## src/rtl/i2c_eeprom_slave.sv

```systemverilog
module i2c_eeprom_slave #(
  parameter int MEM_BYTES  = 128,
  parameter int PAGE_BYTES = 8,
  parameter int WCYC       = 5000,
  parameter logic [6:0] DEV_ID = 7'b1010000
) (
  input  logic clk,
  input  logic rst_n,
  input  logic scl_i,
  input  logic sda_i,
  output logic sda_oe,
  input  logic wr_permit
);
  localparam int AW = $clog2(MEM_BYTES);
  localparam int PB = $clog2(PAGE_BYTES);
  localparam int CW = $clog2(WCYC + 1);

  typedef enum logic [3:0] {
    IDLE, DEV, DEV_ACK, ADR, ADR_ACK, WDAT, WDAT_ACK, RD, RD_ACK
  } st_t;

  st_t st;
  logic [1:0] scl_q, sda_q;
  logic scl_p, sda_p;
  logic [3:0] cnt;
  logic [7:0] sh, tx;
  logic rw, mack;
  logic [AW-1:0] ptr;
  logic [CW-1:0] bcnt;
  logic [PAGE_BYTES-1:0] pmask;
  logic [7:0] mem [MEM_BYTES];
  logic [7:0] pbuf [PAGE_BYTES];

  wire s_scl = scl_q[1];
  wire s_sda = sda_q[1];
  wire start = scl_p & s_scl & sda_p & ~s_sda;
  wire stop  = scl_p & s_scl & ~sda_p & s_sda;
  wire scl_rise = ~scl_p & s_scl;
  wire scl_fall = scl_p & ~s_scl;
  wire byte_end = scl_fall && cnt == 4'd8;
  wire busy = bcnt != '0;
  wire commit = stop && (pmask != '0) && wr_permit;
  wire buf_we = byte_end && st == WDAT;
  wire [7:0] rdat = mem[ptr];

  always_ff @(posedge clk) begin
    if (buf_we) pbuf[ptr[PB-1:0]] <= sh;
  end

  always_ff @(posedge clk or negedge rst_n) begin
    if (!rst_n) begin
      for (int i = 0; i < MEM_BYTES; i++) mem[i] <= '0;
    end else if (commit) begin
      for (int i = 0; i < PAGE_BYTES; i++)
        if (pmask[i]) mem[{ptr[AW-1:PB], PB'(i)}] <= pbuf[i];
    end
  end

  always_ff @(posedge clk or negedge rst_n) begin
    if (!rst_n) begin
      scl_q <= 2'b11; sda_q <= 2'b11;
      scl_p <= 1'b1;  sda_p <= 1'b1;
      st <= IDLE; cnt <= '0; sh <= '0; tx <= '0;
      rw <= 1'b0; mack <= 1'b0; ptr <= '0;
      bcnt <= '0; pmask <= '0; sda_oe <= 1'b0;
    end else begin
      scl_q <= {scl_q[0], scl_i};
      sda_q <= {sda_q[0], sda_i};
      scl_p <= s_scl;
      sda_p <= s_sda;
      if (busy) bcnt <= bcnt - CW'(1);
      if (stop) begin
        st <= IDLE; sda_oe <= 1'b0; pmask <= '0;
        if (commit) bcnt <= CW'(WCYC);
      end else if (start) begin
        st <= DEV; cnt <= '0; sda_oe <= 1'b0; pmask <= '0;
      end else begin
        case (st)
          DEV, ADR, WDAT: begin
            if (scl_rise) begin
              sh <= {sh[6:0], s_sda};
              cnt <= cnt + 4'd1;
            end else if (byte_end) begin
              cnt <= '0;
              if (st == DEV) begin
                if (sh[7:1] == DEV_ID && !busy) begin
                  rw <= sh[0]; sda_oe <= 1'b1; st <= DEV_ACK;
                end else begin
                  st <= IDLE;
                end
              end else if (st == ADR) begin
                ptr <= sh[AW-1:0]; sda_oe <= 1'b1; st <= ADR_ACK;
              end else begin
                pmask[ptr[PB-1:0]] <= 1'b1;
                ptr[PB-1:0] <= ptr[PB-1:0] + 1'b1;
                sda_oe <= 1'b1; st <= WDAT_ACK;
              end
            end
          end
          DEV_ACK: if (scl_fall) begin
            cnt <= '0;
            if (rw) begin
              tx <= rdat; sda_oe <= ~rdat[7]; st <= RD;
            end else begin
              sda_oe <= 1'b0; st <= ADR;
            end
          end
          ADR_ACK, WDAT_ACK: if (scl_fall) begin
            sda_oe <= 1'b0; cnt <= '0; st <= WDAT;
          end
          RD: begin
            if (scl_rise) cnt <= cnt + 4'd1;
            else if (scl_fall) begin
              if (cnt == 4'd8) begin
                sda_oe <= 1'b0; ptr <= ptr + 1'b1; st <= RD_ACK;
              end else begin
                tx <= {tx[6:0], 1'b0}; sda_oe <= ~tx[6];
              end
            end
          end
          RD_ACK: begin
            if (scl_rise) mack <= ~s_sda;
            else if (scl_fall) begin
              if (mack) begin
                tx <= rdat; sda_oe <= ~rdat[7]; cnt <= '0; st <= RD;
              end else begin
                st <= IDLE;
              end
            end
          end
          default: ;
        endcase
      end
    end
  end

  AST_IDLE_RELEASED: assert property (@(posedge clk) disable iff (!rst_n)
    st == IDLE |-> !sda_oe);
  AST_STOP_RELEASES: assert property (@(posedge clk) disable iff (!rst_n)
    stop |=> !sda_oe);
  AST_BUSY_COUNTS_DOWN: assert property (@(posedge clk) disable iff (!rst_n)
    busy |=> bcnt == $past(bcnt) - CW'(1));
  AST_NACK_WHILE_BUSY: assert property (@(posedge clk) disable iff (!rst_n)
    (st == DEV && byte_end && busy) |=> !sda_oe);
  AST_BLOCKED_NO_BUSY: assert property (@(posedge clk) disable iff (!rst_n)
    (stop && !wr_permit && !busy) |=> !busy);
  AST_PAGE_HELD: assert property (@(posedge clk) disable iff (!rst_n)
    buf_we |=> ptr[AW-1:PB] == $past(ptr[AW-1:PB]));
endmodule

```

## config.mk

```make
export PLATFORM = sky130hd
export DESIGN_NAME = i2c_eeprom_slave
export DESIGN_NICKNAME = d
export VERILOG_FILES = /design/src/rtl/i2c_eeprom_slave.sv
export SDC_FILE = /design/constraint.sdc
export NUM_CORES = 2
export LEC_CHECK = 0
export ABC_CLOCK_PERIOD_IN_PS = 8150
export BUFFER_PORTS_ARGS = -buffer_cell sky130_fd_sc_hd__buf_2
export CORE_MARGIN = 3
export CORE_UTILIZATION = 50
export CTS_BUF_LIST = sky130_fd_sc_hd__clkbuf_2
export DETAILED_ROUTE_END_ITERATION = 6
export PLACE_DENSITY_LB_ADDON = 0.15
export SETUP_SLACK_MARGIN = 0.5
export SLEW_MARGIN = 20
export SYNTH_ARGS = -nofsm -noshare
export SYNTH_HDL_FRONTEND = slang
export SYNTH_SLANG_ARGS = --single-unit
```

## constraint.sdc

```tcl
create_clock -name clk -period 8.15 [get_ports clk]
set_input_delay 1.63 -clock clk [delete_from_list [all_inputs] [get_ports clk]]
set_output_delay 1.63 -clock clk [all_outputs]
set_load 0.005 [all_outputs]
```

[Word level (Yosys, flattened, before mapping)]
Memories as Yosys holds them, arrays and structs flattened.
Index checks and enable logic that the tools add are counted.
Storage, ports and cells
  bits in registers: 1084
  RAM bits: 64
  output and inout bits: 1
  memories kept: 1
Operators by class
  add/sub/neg operators: 4
  $lt $le $gt $ge: 19
  eq/ne operators: 43
  mux-type cells: 116
  bitwise operators: 26
  reduce and logical (&&, ||, !) cells: 36
Memories
  pbuf: words 8, width 8, rd ports 8, clocked after memory_dff 0, wr ports 1, RTL line 32  | logic [7:0] pbuf [PAGE_BYTES];
Operators by type and width (count)
  1024-bit 2-to-1 mux: 15
  1024-bit bitwise mux: 8
  8-bit demux with 7-bit select: 8
  8-bit 2-to-1 mux: 17
  7-bit 2-to-1 mux: 14
  4-bit 2-to-1 mux: 21
  8-bit >= comparator, second input constant: 9
  7-bit NOT with 8-bit output: 9
  8-bit by 1-bit < comparator with 1-bit output, second input constant: 8
  8-bit binary-select mux with 7-bit select: 1
  4-bit inequality test, second input constant: 11
  13-bit 2-to-1 mux: 3
  2-bit inequality test, second input constant: 13
  11-bit AND reduction: 2
  3-bit inequality test, second input constant: 7
  7-bit one-hot mux with 3 select lines: 1
  4-bit one-hot mux with 5 select lines: 1
  10-bit AND reduction: 2
  1-bit 2-to-1 mux: 18
  4-bit by 3-bit == test with 1-bit output, second input constant: 4
  4-bit one-hot mux with 4 select lines: 1
  1-bit logical AND: 14
  7-bit one-hot mux with 2 select lines: 1
  13-bit nonzero test: 1
  32 further kinds: 55

[Longest topological paths before layout]
  depth in word-level cells: 28
  gate-level depth with buffers: 12
  mapped depth without buffers: 9

[Worst setup path before layout]
Ideal clock, no wire load.
  path type: in2reg
  start point: input wr_permit
  end point: register mem[512] in the netlist's numbering
  library setup time: 125 ps
  data arrival time: 3121 ps
  data required time: 8025 ps
  path slack: 4905 ps
  stages: 6
  buffers on the path: 2
  cells stage by stage: and4_1 > buf_2 > clkbuf_1 > nand2_1 > nor2_1 > mux2_2
Between the ends
  word-level cells in the longest chain between the ends: 1
RTL lines
  start, declared: RTL line 12  | input logic wr_permit
  1-bit logical AND: RTL line 42  | wire commit = stop && (pmask != '0) && wr_permit;
  end signal, assigned by index: RTL line 55  | if (pmask[i]) mem[{ptr[AW-1:PB], PB'(i)}] <= pbuf[i];
  end, declared: RTL line 31  | logic [7:0] mem [MEM_BYTES];
No other way between the ends.
A chain may end at the register's enable or synchronous reset.

[Worst setup path after layout]
  start point: register ptr[1]
  end point: register tx[6]
Between the ends
  word-level cells in the longest chain between the ends: 8
  elaborated cells between the ends (all ways): 10
  those cells by class: 9 x mux; 1 x bitwise
RTL lines
  start, declared: RTL line 28  | logic [AW-1:0] ptr;
  start signal, assigned by index: RTL line 95  | ptr[PB-1:0] <= ptr[PB-1:0] + 1'b1;
  7-bit NOT with 8-bit output (not written as such) *: RTL line 44  | wire [7:0] rdat = mem[ptr];
  8-bit binary-select mux with 7-bit select *: RTL line 44
  8-bit 2-to-1 mux (not written as such) * (2 in a row): RTL line 44
  7-bit 2-to-1 mux: RTL line 124  | if (mack) begin
  7-bit 2-to-1 mux: RTL line 123  | else if (scl_fall) begin
  7-bit 2-to-1 mux: RTL line 122  | if (scl_rise) mack <= ~s_sda;
  7-bit one-hot mux with 3 select lines *: RTL line 78  | case (st)
  end signal, assigned: RTL line 117  | tx <= {tx[6:0], 1'b0}; sda_oe <= ~tx[6];
  end, declared: RTL line 26  | logic [7:0] sh, tx;
Mark *: on every way between the ends. The rest lies on a longest branch, timed or not. The select of a mux whose other input is x is not followed.

==> flow_summary_export.csv <==
group,metric,value,unit
detailed_routing,via_per_inst,6.92,
critical_path,crit_type,"register to register",
detailed_routing,vias,38900,
critical_path,required,9630,ps
synth,syn_nets,3806,
synth,yosys.area.top_type,"dfrtp_1",
power,vdd_drop_max,0.000128,V
cells_and_area,post-route-util,55.2,%
clock_tree,cts_resized,0,
critical_path,endpoint_kind,"register",
critical_path,max_stage_delay,940,ps
clock_tree,numClockSinks,1148,
clock_tree,htree_levels,5,
sta,rsz0062_at_grt,"false",
clock_tree,cts_tree,"done",
sta,fin_crit_sh,60.3,%
floorplanning,die_width,327,um
floorplanning,fp-row-count,117,
synth,ys_warn_count,0,
cells_and_area,synthToLayoutAreaGrowth,9.27,%
global_routing,grt_pass1_vias,38100,
place,gp_congestion,0.966,
floorplanning,dieArea,0.107,sq mm
sta,finalCriticalPeriod,4920,ps
detailed_routing,wl_per_cell,37.5,um
synth,syn_area,0.0516,sq mm
global_routing,overflow,0,
sta,hold_viol,0,
synth,synthArstFlopShare,94.4,%
cells_and_area,nNetsFinal,4031,
cells_and_area,drive_above_1_share,44.2,%
detailed_routing,totalWireLength,211000,um
sta,worst_pin_slew,1310,ps
synth,synth_flop_cell,"dfrtp_1",
power,total_leakage_power,0.0271,uW
critical_path,crit_family,"compound AO/OA/AOI/OAI gates",
critical_path,path_cells,"buf_4 > and3_2 > buf_4 > a221oi_1 > o211ai_1 > a21oi_1 > a2111oi_0 > o311ai_0 > a211oi_1",
critical_path,start_kind,"register",
critical_path,crit_top_cell,"buf_4",
detailed_routing,postRouteAntennaNets,0,
synth,synth_top_area_share,52.3,%
synth,synth_seq_cells,1148,
synth,ys_top_cells_by_area,"dfrtp_1, mux2_2, edfxtp_1",
detailed_routing,drc,0,
clock_tree,cts_hold_buf,0,
critical_path,arrival,6390,ps
sta,setup_viol,0,
floorplanning,die_h,327,um
detailed_routing,drt_iter0_markers,5170,
global_routing,track_usage,39.4,%
clock_tree,path_clk_slew,100,ps
clock_tree,clk_path_buf_depth,4,
floorplanning,io_pins,6,
synth,syn_inst,3797,
clock_tree,post-cts-setup-buffer-count,0,
status,status,"finished, final reports clean",
power,cellPowerDensity,185,mW/mm^2
sta,relSlewSlack,12.8,%
synth,synth_enable_flop_cells,64,
critical_path,crit_path_max_fanout,36,
detailed_routing,dr.pass1.iters,6,
clock_tree,cts-root-buf,"clkbuf_2",
synth,avgSynthCellArea,13.6,sq um
synth,ys_top_cells_by_count,"mux2_2, dfrtp_1, nand2_1",
clock_tree,cts_buffers,315,
place,dpl.hpwl,124000,um
sta,final.setup.tns,0,ps
place,port_buffers,5,
synth,synth_seq_area_share,56.4,%
sta,max_freq,203,MHz
synth,ys_types,85,
floorplanning,start_util,50.5,%
min_path,min_path_type,"primary input to asynchronous set/reset pin",
global_routing,grt_max_degree,143,
sta,maxSlewViolCount,0,
clock_tree,clock_latency,1660,ps
synth,post-synth-top-count-cell,"mux2_2",
global_routing,antenna_found_initial,36,
sta,clock_skew,160,ps
critical_path,slowest_stage,"dfrtp_4",
critical_path,critPathBufInv,2,
floorplanning,core,0.102,sq mm
flow_run,cap_viol_max_count,0,
global_routing,grt_pass1_wl,293000,um
[power breakdown]
part / switching, uW / internal (uW) / leakage (uW)
combinational: 260 / 127 / 0.00943
sequential: 124 / 5820 / 0.0156
clock: 2430 / 1660 / 0.00207
[logic make-up (layout without fill, tap and decap cells)]
logic type / after synthesis / after routing / share of synthesized area, %
xor+xnor: 7 / 7 / 0.119
flops: 1148 / 1148 / 56.4
compound gates: 592 / 592 / 8.41
simple gates: 530 / 530 / 4.74
buf+inv: 258 / 663 / 2.05
other cells: 0 / 48 / 0
fa+ha+maj: 4 / 4 / 0.0971
mux: 1258 / 1258 / 28.2
[worst paths after layout]
kind / end / slack (ps) / cells past startpoint / from
max: tx[6] / 3230 / 9 / ptr[1]
min: mem[421] / 110 / 1 / rst_n
max reg2reg: tx[6] / 3230 / 9 / ptr[1]
min reg2reg: scl_q[1] / 350 / 0 / scl_q[0]
max in group asynchronous: mem[164] / 6490 / 2 / rst_n
min in group clk: sda_q[0] / 180 / 1 / sda_i
[cell type report]
cell class	count	area, sq um
well taps	1368	1710
clock buffers	461	2310
multi-input cells	2391	21500
clock inverters	36	295
inverters	17	66.3
diodes	48	120
flip-flops and latches	1148	29100
repair buffers	149	1230
fillers	8836	45700
[per-layer routing]
layer  vias to the layer above  share of wire, %  wire length, um  global-route usage (%)
li1                      14900                 -                -                       -
met1                     20200                37            78900                    50.2
met4                         4               7.8            16400                    29.2
met5                         -             0.011               23                       0
met3                       861                12            25800                    13.2
met2                      2950                43            89600                    55.7
[worst register-to-register path, delay by kind of cell, from the launching register on]
family          cells  cell delay [ps]
flops               1              940
buf+inv             2             1210
simple gates        1              640
compound gates      6             2020
[through the flow]
stage / total power (uW) / instance area (sq um) / hold WS (ps) / worst slack (ps) / instances
2_1_floorplan: 6200 / 51600 / 345 / 4900 / 3797
3_3_place_gp: 6430 / 53600 / 347 / 3310 / 5071
3_5_place_dp: 6440 / 53600 / 349 / 3480 / 5073
4_1_cts: 10400 / 56200 / 43.8 / 3530 / 5570
5_1_grt: 10800 / 56200 / 57.6 / 3390 / 5579
6_report: 10400 / 56300 / 111 / 3230 / 5618
[state kept, by name (all words and copies together) (netlist names)]
register  count
sda_p         1
st            4
sda_q         2
scl_p         1
pbuf         64
pmask         8
mem        1024
scl_q         2
tx            7
sda_oe        1
cnt           4
rw            1
ptr           7
mack          1
bcnt         13
sh            8
[placed cells by master, fill, tap and decap left out, types with 11 or more instances in the layout]
cell,Yosys,final
edfxtp_1,64,64
nor2_1,155,150
nor2b_1,18,13
mux2i_1,77,77
buf_4,6,134
a221o_1,22,22
mux2_2,1137,1137
o211ai_1,26,26
nand4_1,19,19
and2_1,12,11
inv_1,15,14
a221oi_1,113,113
a31oi_1,12,12
a22oi_1,96,96
nor3_1,23,21
dfrtp_1,1078,1074
a21oi_1,99,99
diode_2,0,48
o21ai_0,83,83
clkbuf_2,0,461
a22o_1,24,24
o221ai_1,14,14
clkinv_1,2,23
nand2b_1,11,11
nand3_1,25,25
a211oi_1,15,15
mux4_2,43,43
nand2_1,213,213
Note: power is estimated with default switching activity, not from simulation.
